--- config.mk ---
export PLATFORM = sky130hd
export DESIGN_NAME = adcreg_bank
export DESIGN_NICKNAME = d
export VERILOG_FILES = /design/src/rtl/adcreg_pkg.sv /design/src/rtl/adcreg_sample_gen.sv /design/src/rtl/adcreg_inj_sub.sv /design/src/rtl/adcreg_bank.sv
export SDC_FILE = /design/constraint.sdc
export NUM_CORES = 1
export LEC_CHECK = 0
export ABC_CLOCK_PERIOD_IN_PS = 3620
export BUFFER_PORTS_ARGS = -buffer_cell sky130_fd_sc_hd__buf_2
export CAP_MARGIN = 20
export CORE_UTILIZATION = 40
export CTS_CLUSTER_SIZE = 8
export DETAILED_ROUTE_END_ITERATION = 8
export RECOVER_POWER = 100
export SYNTH_ARGS = -nofsm -noshare
export SYNTH_HDL_FRONTEND = slang
export SYNTH_SLANG_ARGS = --single-unit
--- constraint.sdc ---
create_clock -name clk -period 3.62 [get_ports clk]
set_clock_uncertainty 0.2 [all_clocks]
set_input_delay 0.905 -clock clk [delete_from_list [all_inputs] [get_ports clk]]
set_output_delay 0.905 -clock clk [all_outputs]
set_load 0.01 [all_outputs]
--- src/rtl/adcreg_pkg.sv ---
package adcreg_pkg;
    localparam int DATA_W      = 32;
    localparam int ADDR_W      = 8;
    localparam int WIX_W       = ADDR_W - 2;
    localparam int N_INJ       = 4;
    localparam int N_SEQ       = 3;
    localparam int STAT_W      = 6;
    localparam int OFF_W       = 12;
    localparam int SAMPLE_W    = 12;
    localparam int SAMPLE_STEP = 7;
    localparam int CTL2_RD_W   = 28;
    localparam int EN_BIT      = 0;
    localparam int ALIGN_BIT   = 11;
    localparam int START_BIT   = 30;
    localparam int RES_LSB     = 24;

    typedef logic [DATA_W-1:0] word_t;
    typedef logic [WIX_W-1:0]  wix_t;

    localparam word_t HTR_RST    = 32'h0000_0FFF;
    localparam word_t ALIGN_MASK = 32'h0000_FFF0;

    localparam wix_t IX_STAT  = WIX_W'(0);
    localparam wix_t IX_CTL1  = WIX_W'(1);
    localparam wix_t IX_CTL2  = WIX_W'(2);
    localparam wix_t IX_SMP1  = WIX_W'(3);
    localparam wix_t IX_SMP2  = WIX_W'(4);
    localparam wix_t IX_JOFF0 = WIX_W'(5);
    localparam wix_t IX_HTR   = WIX_W'(5 + N_INJ);
    localparam wix_t IX_LTR   = WIX_W'(6 + N_INJ);
    localparam wix_t IX_SEQ0  = WIX_W'(7 + N_INJ);
    localparam wix_t IX_JSEQ  = WIX_W'(7 + N_INJ + N_SEQ);
    localparam wix_t IX_JDAT0 = WIX_W'(8 + N_INJ + N_SEQ);
    localparam wix_t IX_DATA  = WIX_W'(8 + 2 * N_INJ + N_SEQ);

    typedef struct packed {
        logic [STAT_W-1:0]             status;
        word_t                         ctrl1;
        word_t                         ctrl2;
        word_t                         smp1;
        word_t                         smp2;
        logic [N_INJ-1:0][OFF_W-1:0]   joff;
        word_t                         htr;
        word_t                         ltr;
        logic [N_SEQ-1:0][DATA_W-1:0]  seq;
        word_t                         jseq;
        logic [N_INJ-1:0][DATA_W-1:0]  jdat;
        word_t                         sample;
        word_t                         rdata;
        logic                          rvalid;
    } bank_t;
endpackage

--- src/rtl/adcreg_sample_gen.sv ---
module adcreg_sample_gen
    import adcreg_pkg::*;
(
    input  word_t      cur_sample,
    input  logic [1:0] res_code,
    input  logic       left_align,
    output word_t      next_sample,
    output word_t      fmt_sample
);
    logic [3:0] keep_bits;
    word_t      keep_mask;
    word_t      stepped;

    always_comb begin
        keep_bits   = 4'(SAMPLE_W) - {1'b0, res_code, 1'b0};
        keep_mask   = (word_t'(1) << keep_bits) - word_t'(1);
        stepped     = cur_sample + word_t'(SAMPLE_STEP);
        next_sample = stepped & keep_mask;
        fmt_sample  = left_align ? ((next_sample << 1) & ALIGN_MASK) : next_sample;
    end
endmodule

--- src/rtl/adcreg_inj_sub.sv ---
module adcreg_inj_sub
    import adcreg_pkg::*;
(
    input  logic [N_INJ-1:0][DATA_W-1:0] inj_data,
    input  logic [N_INJ-1:0][OFF_W-1:0]  inj_off,
    output logic [N_INJ-1:0][DATA_W-1:0] inj_diff
);
    for (genvar g = 0; g < N_INJ; g++) begin : g_ch
        assign inj_diff[g] = inj_data[g] - DATA_W'(inj_off[g]);
    end
endmodule

--- src/rtl/adcreg_bank.sv ---
module adcreg_bank
    import adcreg_pkg::*;
(
    input  logic              clk,
    input  logic              rst_n,
    input  logic              bus_valid,
    output logic              bus_ready,
    input  logic              bus_write,
    input  logic [ADDR_W-1:0] bus_addr,
    input  logic [DATA_W-1:0] bus_wdata,
    output logic [DATA_W-1:0] bus_rdata,
    output logic              bus_rvalid
);
    bank_t q, n;
    wix_t  widx;
    logic  hs, conv_go;
    word_t samp_next, samp_fmt, rd_mux;
    logic [N_INJ-1:0][DATA_W-1:0] inj_diff;
    logic  unused_addr_lsb;

    assign bus_ready       = 1'b1;
    assign hs              = bus_valid & bus_ready;
    assign widx            = bus_addr[ADDR_W-1:2];
    assign unused_addr_lsb = ^bus_addr[1:0];
    assign conv_go         = q.ctrl2[EN_BIT] & q.ctrl2[START_BIT];

    adcreg_sample_gen u_gen (
        .cur_sample  (q.sample),
        .res_code    (q.ctrl1[RES_LSB+1:RES_LSB]),
        .left_align  (q.ctrl2[ALIGN_BIT]),
        .next_sample (samp_next),
        .fmt_sample  (samp_fmt)
    );

    adcreg_inj_sub u_inj (
        .inj_data (q.jdat),
        .inj_off  (q.joff),
        .inj_diff (inj_diff)
    );

    always_comb begin
        rd_mux = '0;
        case (widx)
            IX_STAT: rd_mux = DATA_W'(q.status);
            IX_CTL1: rd_mux = q.ctrl1;
            IX_CTL2: rd_mux = DATA_W'(q.ctrl2[CTL2_RD_W-1:0]);
            IX_SMP1: rd_mux = q.smp1;
            IX_SMP2: rd_mux = q.smp2;
            IX_HTR:  rd_mux = q.htr;
            IX_LTR:  rd_mux = q.ltr;
            IX_JSEQ: rd_mux = q.jseq;
            IX_DATA: rd_mux = conv_go ? samp_fmt : '0;
            default: rd_mux = '0;
        endcase
        for (int i = 0; i < N_INJ; i++) begin
            if (widx == IX_JOFF0 + WIX_W'(i)) rd_mux = DATA_W'(q.joff[i]);
            if (widx == IX_JDAT0 + WIX_W'(i)) rd_mux = inj_diff[i];
        end
        for (int i = 0; i < N_SEQ; i++) begin
            if (widx == IX_SEQ0 + WIX_W'(i)) rd_mux = q.seq[i];
        end
    end

    always_comb begin
        n        = q;
        n.rvalid = 1'b0;
        if (hs && bus_write) begin
            case (widx)
                IX_STAT: n.status = q.status & bus_wdata[STAT_W-1:0];
                IX_CTL1: n.ctrl1  = bus_wdata;
                IX_CTL2: n.ctrl2  = bus_wdata;
                IX_SMP1: n.smp1   = bus_wdata;
                IX_SMP2: n.smp2   = bus_wdata;
                IX_HTR:  n.htr    = bus_wdata;
                IX_LTR:  n.ltr    = bus_wdata;
                IX_JSEQ: n.jseq   = bus_wdata;
                default: ;
            endcase
            for (int i = 0; i < N_INJ; i++) begin
                if (widx == IX_JOFF0 + WIX_W'(i)) n.joff[i] = bus_wdata[OFF_W-1:0];
                if (widx == IX_JDAT0 + WIX_W'(i)) n.jdat[i] = bus_wdata;
            end
            for (int i = 0; i < N_SEQ; i++) begin
                if (widx == IX_SEQ0 + WIX_W'(i)) n.seq[i] = bus_wdata;
            end
        end else if (hs) begin
            n.rvalid = 1'b1;
            n.rdata  = rd_mux;
            if (widx == IX_DATA && conv_go) begin
                n.sample           = samp_next;
                n.ctrl2[START_BIT] = 1'b0;
            end
        end
    end

    always_ff @(posedge clk) begin
        if (!rst_n) begin
            q     <= '0;
            q.htr <= HTR_RST;
        end else begin
            q <= n;
        end
    end

    assign bus_rdata  = q.rdata;
    assign bus_rvalid = q.rvalid;


    rvalid_after_read_chk: assert property (@(posedge clk) disable iff (!rst_n)
        (bus_valid && !bus_write) |=> bus_rvalid);

    no_rvalid_otherwise_chk: assert property (@(posedge clk) disable iff (!rst_n)
        !(bus_valid && !bus_write) |=> !bus_rvalid);

    status_never_sets_chk: assert property (@(posedge clk) disable iff (!rst_n)
        (bus_valid && bus_write && widx == IX_STAT) |=> ((q.status & ~$past(q.status)) == '0));

    ctrl2_top_zero_chk: assert property (@(posedge clk) disable iff (!rst_n)
        (bus_valid && !bus_write && widx == IX_CTL2) |=> (bus_rdata[DATA_W-1:CTL2_RD_W] == '0));

    start_cleared_chk: assert property (@(posedge clk) disable iff (!rst_n)
        (bus_valid && !bus_write && widx == IX_DATA && conv_go) |=> !q.ctrl2[START_BIT]);

    idle_sample_hold_chk: assert property (@(posedge clk) disable iff (!rst_n)
        (bus_valid && !bus_write && widx == IX_DATA && !conv_go) |=> $stable(q.sample));

    sample_width_chk: assert property (@(posedge clk) disable iff (!rst_n)
        q.sample[DATA_W-1:SAMPLE_W] == '0);
endmodule

==> flow_summary.yaml <==
power_and_ir_drop:
  p_leak_nw: 11.1
  p_int_mw: 10.2
  switching_power_mw: 3.23
  finalPower_mw: 13.4
  ir_drop_uv: 289
  sw_frac_of_total: 0.240
  p_per_area_mw_per_mm2: 421
  combinationalPowerShare: 0.055
  p_seq_frac: 0.452
  clkPwrFrac: 0.493
floorplanning:
  dieHeight_um: 267
  start_util: 0.407
  ios: 78
  fp.dieW_um: 267
  rows: 96
  die_area_sq_mm: 0.0714
  core_sq_mm: 0.0691
place:
  port_buffers: 74
  placed_cell_area_sq_mm: 0.0300
  gp_congestion: 0.998
  dp_hpwl_mm: 69.4
  dp.cells: 4524
layout:
  n_fill_cell: 6886
  stdcell_area_sq_mm: 0.0319
  nets: 3771
  area_growth_pct: 13.4
  drive_gt1_frac: 0.0845
  finalNonFillerCells: 4614
run:
  drv_cap: 0
worst_hold_path:
  holdCritStartpoint: "q[47]$_SDFFE_PN0P_"
  hold_path.class: "flop to flop"
  whs_path_depth: 2
logic_synthesis:
  yosysWarnings: 0
  yosysUniqueCellTypes: 75
  avgSynthCellArea_sq_um: 7.67
  synth-seq-cells: 547
  synth_top_cell_by_area: "dfxtp_1"
  synth.area.top_cells: "dfxtp_1 (39%), nand2_1 (15%), a21boi_0 (13%)"
  synthArstFlopShare: 0
  synth_edf_count: 0
  ys.flop_type: "dfxtp_1"
  synth_top_area_share: 0.389
  syn_inst: 3664
  ys_seq_area_frac: 0.389
  synth_area_sq_mm: 0.0281
  yosysMostFrequentCell: "nand2_1"
  synth_common_cells: "nand2_1 (1,138), dfxtp_1 (547), a21boi_0 (492), clkbuf_1 (279), nor2_1 (110)"
setup_path:
  startpoint_type: "flop"
  reg2reg_from: "q[420]$_SDFFE_PN0P_"
  path_class: "flop to flop"
  crit_path_start: "q[420]$_SDFFE_PN0P_"
  reg2reg_depth: 11
  cp.required_ns: 3.91
  worstSetupEndpointType: "flop"
  cp_max_fo: 8
  cp.arrival_ns: 3.83
clock_tree:
  cts_resized: 0
  cts_tree: "built"
  cts_made_buffers: 78
  cts_root_buf: "clkbuf_16"
  clock_path_buffers: 3
  clk_latency_ns: 0.63
  ctsHoldBuffers: 0
  htreeDepth: 3
  cts.sink_count: 547
  post_cts_buffers: 0
  clkTransAtPathRegs_ns: 0.05
routing:
  viasPerCell: 5.73
  ant_nets: 0
  routed.top_layer: "met5"
  wl_met1_mm: 45.2
  wl_met3_mm: 7.45
  wl_met2_mm: 45.7
  drc: 0
  num_vias: 26418
  wl_mm: 101
  routedWlPerCell_um: 21.9
  drt_iter0_markers: 2885
  drt_first_pass_iters: 6
sta:
  slew_headroom: 0.229
  whs_ns: 0.249
  period_share: 0.977
  maxSlewViolCount: 0
  hold_violations: 0
  tightestPinTransition_ns: 1.16
  timing.fmax_mhz: 283
  finalSetupViolations: 0
  rsz0062_at_grt: "no"
  finalCriticalPeriod_ns: 3.54
global_route:
  grt_first_pass_wirelength_mm: 152
  grt_max_degree: 208
  grt_pass1_vias: 24482
  gr-usage-all-layers: 0.279
  grt-ovfl-total: 0
  antenna_found_initial: 5
outcome:
  outcome: "finished clean"
==> power by group through the flow <==
| stage | sequential (mW) | combinational, mW | clock [mW] |
|---|---|---|---|
| 5_1_grt | 6.07 | 0.778 | 6.95 |
| 2_1_floorplan | 6.19 | 0.442 | 0 |
| 6_report | 6.07 | 0.741 | 6.62 |
| 3_5_place_dp | 6.19 | 0.730 | 0 |
| 4_1_cts | 6.07 | 0.732 | 6.73 |
| 3_3_place_gp | 6.19 | 0.730 | 0 |
==> cells by family (layout without fill, tap and decap cells) <==
group,Yosys count,after routing,share of synthesized area
simple gates,1538,1538,0.230
flops,547,547,0.389
other cells,2,5,0.000267
xor+xnor,103,103,0.0321
mux,11,11,0.00392
fa+ha+maj,54,54,0.0251
buf+inv,396,412,0.0578
compound gates,1013,1013,0.261
==> cell usage in the layout (no fill, tap or decap), drive strengths merged, types with 53 or more instances in the layout <==
master,count
o21ai,90
inv,71
buf,182
nor2,110
nand2,1138
a21boi,492
a22oi,63
a21oi,92
dfxtp,547
xor2,53
clkbuf,157
==> worst max-delay path, stage by stage (launching register included) <==
cell and delay (ns):
dfxtp_1 0.37, inv_1 0.06, ha_1 0.22, or3_1 0.35, or2_2 0.39, a2111oi_0 0.71
o2111ai_1 0.22, buf_4 0.21, nor4_1 0.24, xor2_1 0.11, a21oi_1 0.22, a31oi_1 0.10
==> flip-flops by register name, summed over array words and instances, names as in the netlist <==
signal and cells:
bus_rdata 32, bus_rvalid 1, q 514
==> layout make-up <==
type | count | area [sq um] | share of cell area
inverters | 67 | 251 | 0.00789
multi-input cells | 2722 | 15600 | 0.488
clock buffers | 82 | 2010 | 0.0630
well taps | 931 | 1160 | 0.0365
flip-flops and latches | 547 | 11000 | 0.344
repair buffers | 257 | 1850 | 0.0581
diodes | 2 | 5.00 | 0.000157
clock inverters | 6 | 90.1 | 0.00283
==> layer usage <==
metal,track usage,vias to the layer above
li1,-,12536
met1,0.389,12643
met2,0.444,1046
met3,0.0383,187
met4,0.0847,6
met5,0,-
==> final timing paths <==
| kind | to | slack (ns) |
|---|---|---|
| min | q[47]$_SDFFE_PN0P_ | 0.25 |
| min reg2reg | q[47]$_SDFFE_PN0P_ | 0.25 |
| max | bus_rdata[29]$_SDFFE_PN0P_ | 0.08 |
| max reg2reg | bus_rdata[29]$_SDFFE_PN0P_ | 0.08 |
==> through the flow <==
| step | setup TNS, ns | setup WS, ns | utilization |
|---|---|---|---|
| floorplan | 0 | 0.211 | - |
| global placement | -0.0934 | -0.0633 | 0.435 |
| detailed placement | -0.0643 | -0.0499 | 0.435 |
| CTS | 0 | 0.224 | 0.465 |
| global route | 0 | 0.0119 | 0.462 |
| finish | 0 | 0.0828 | 0.462 |
No activity file was read; power rests on OpenSTA's default activity.
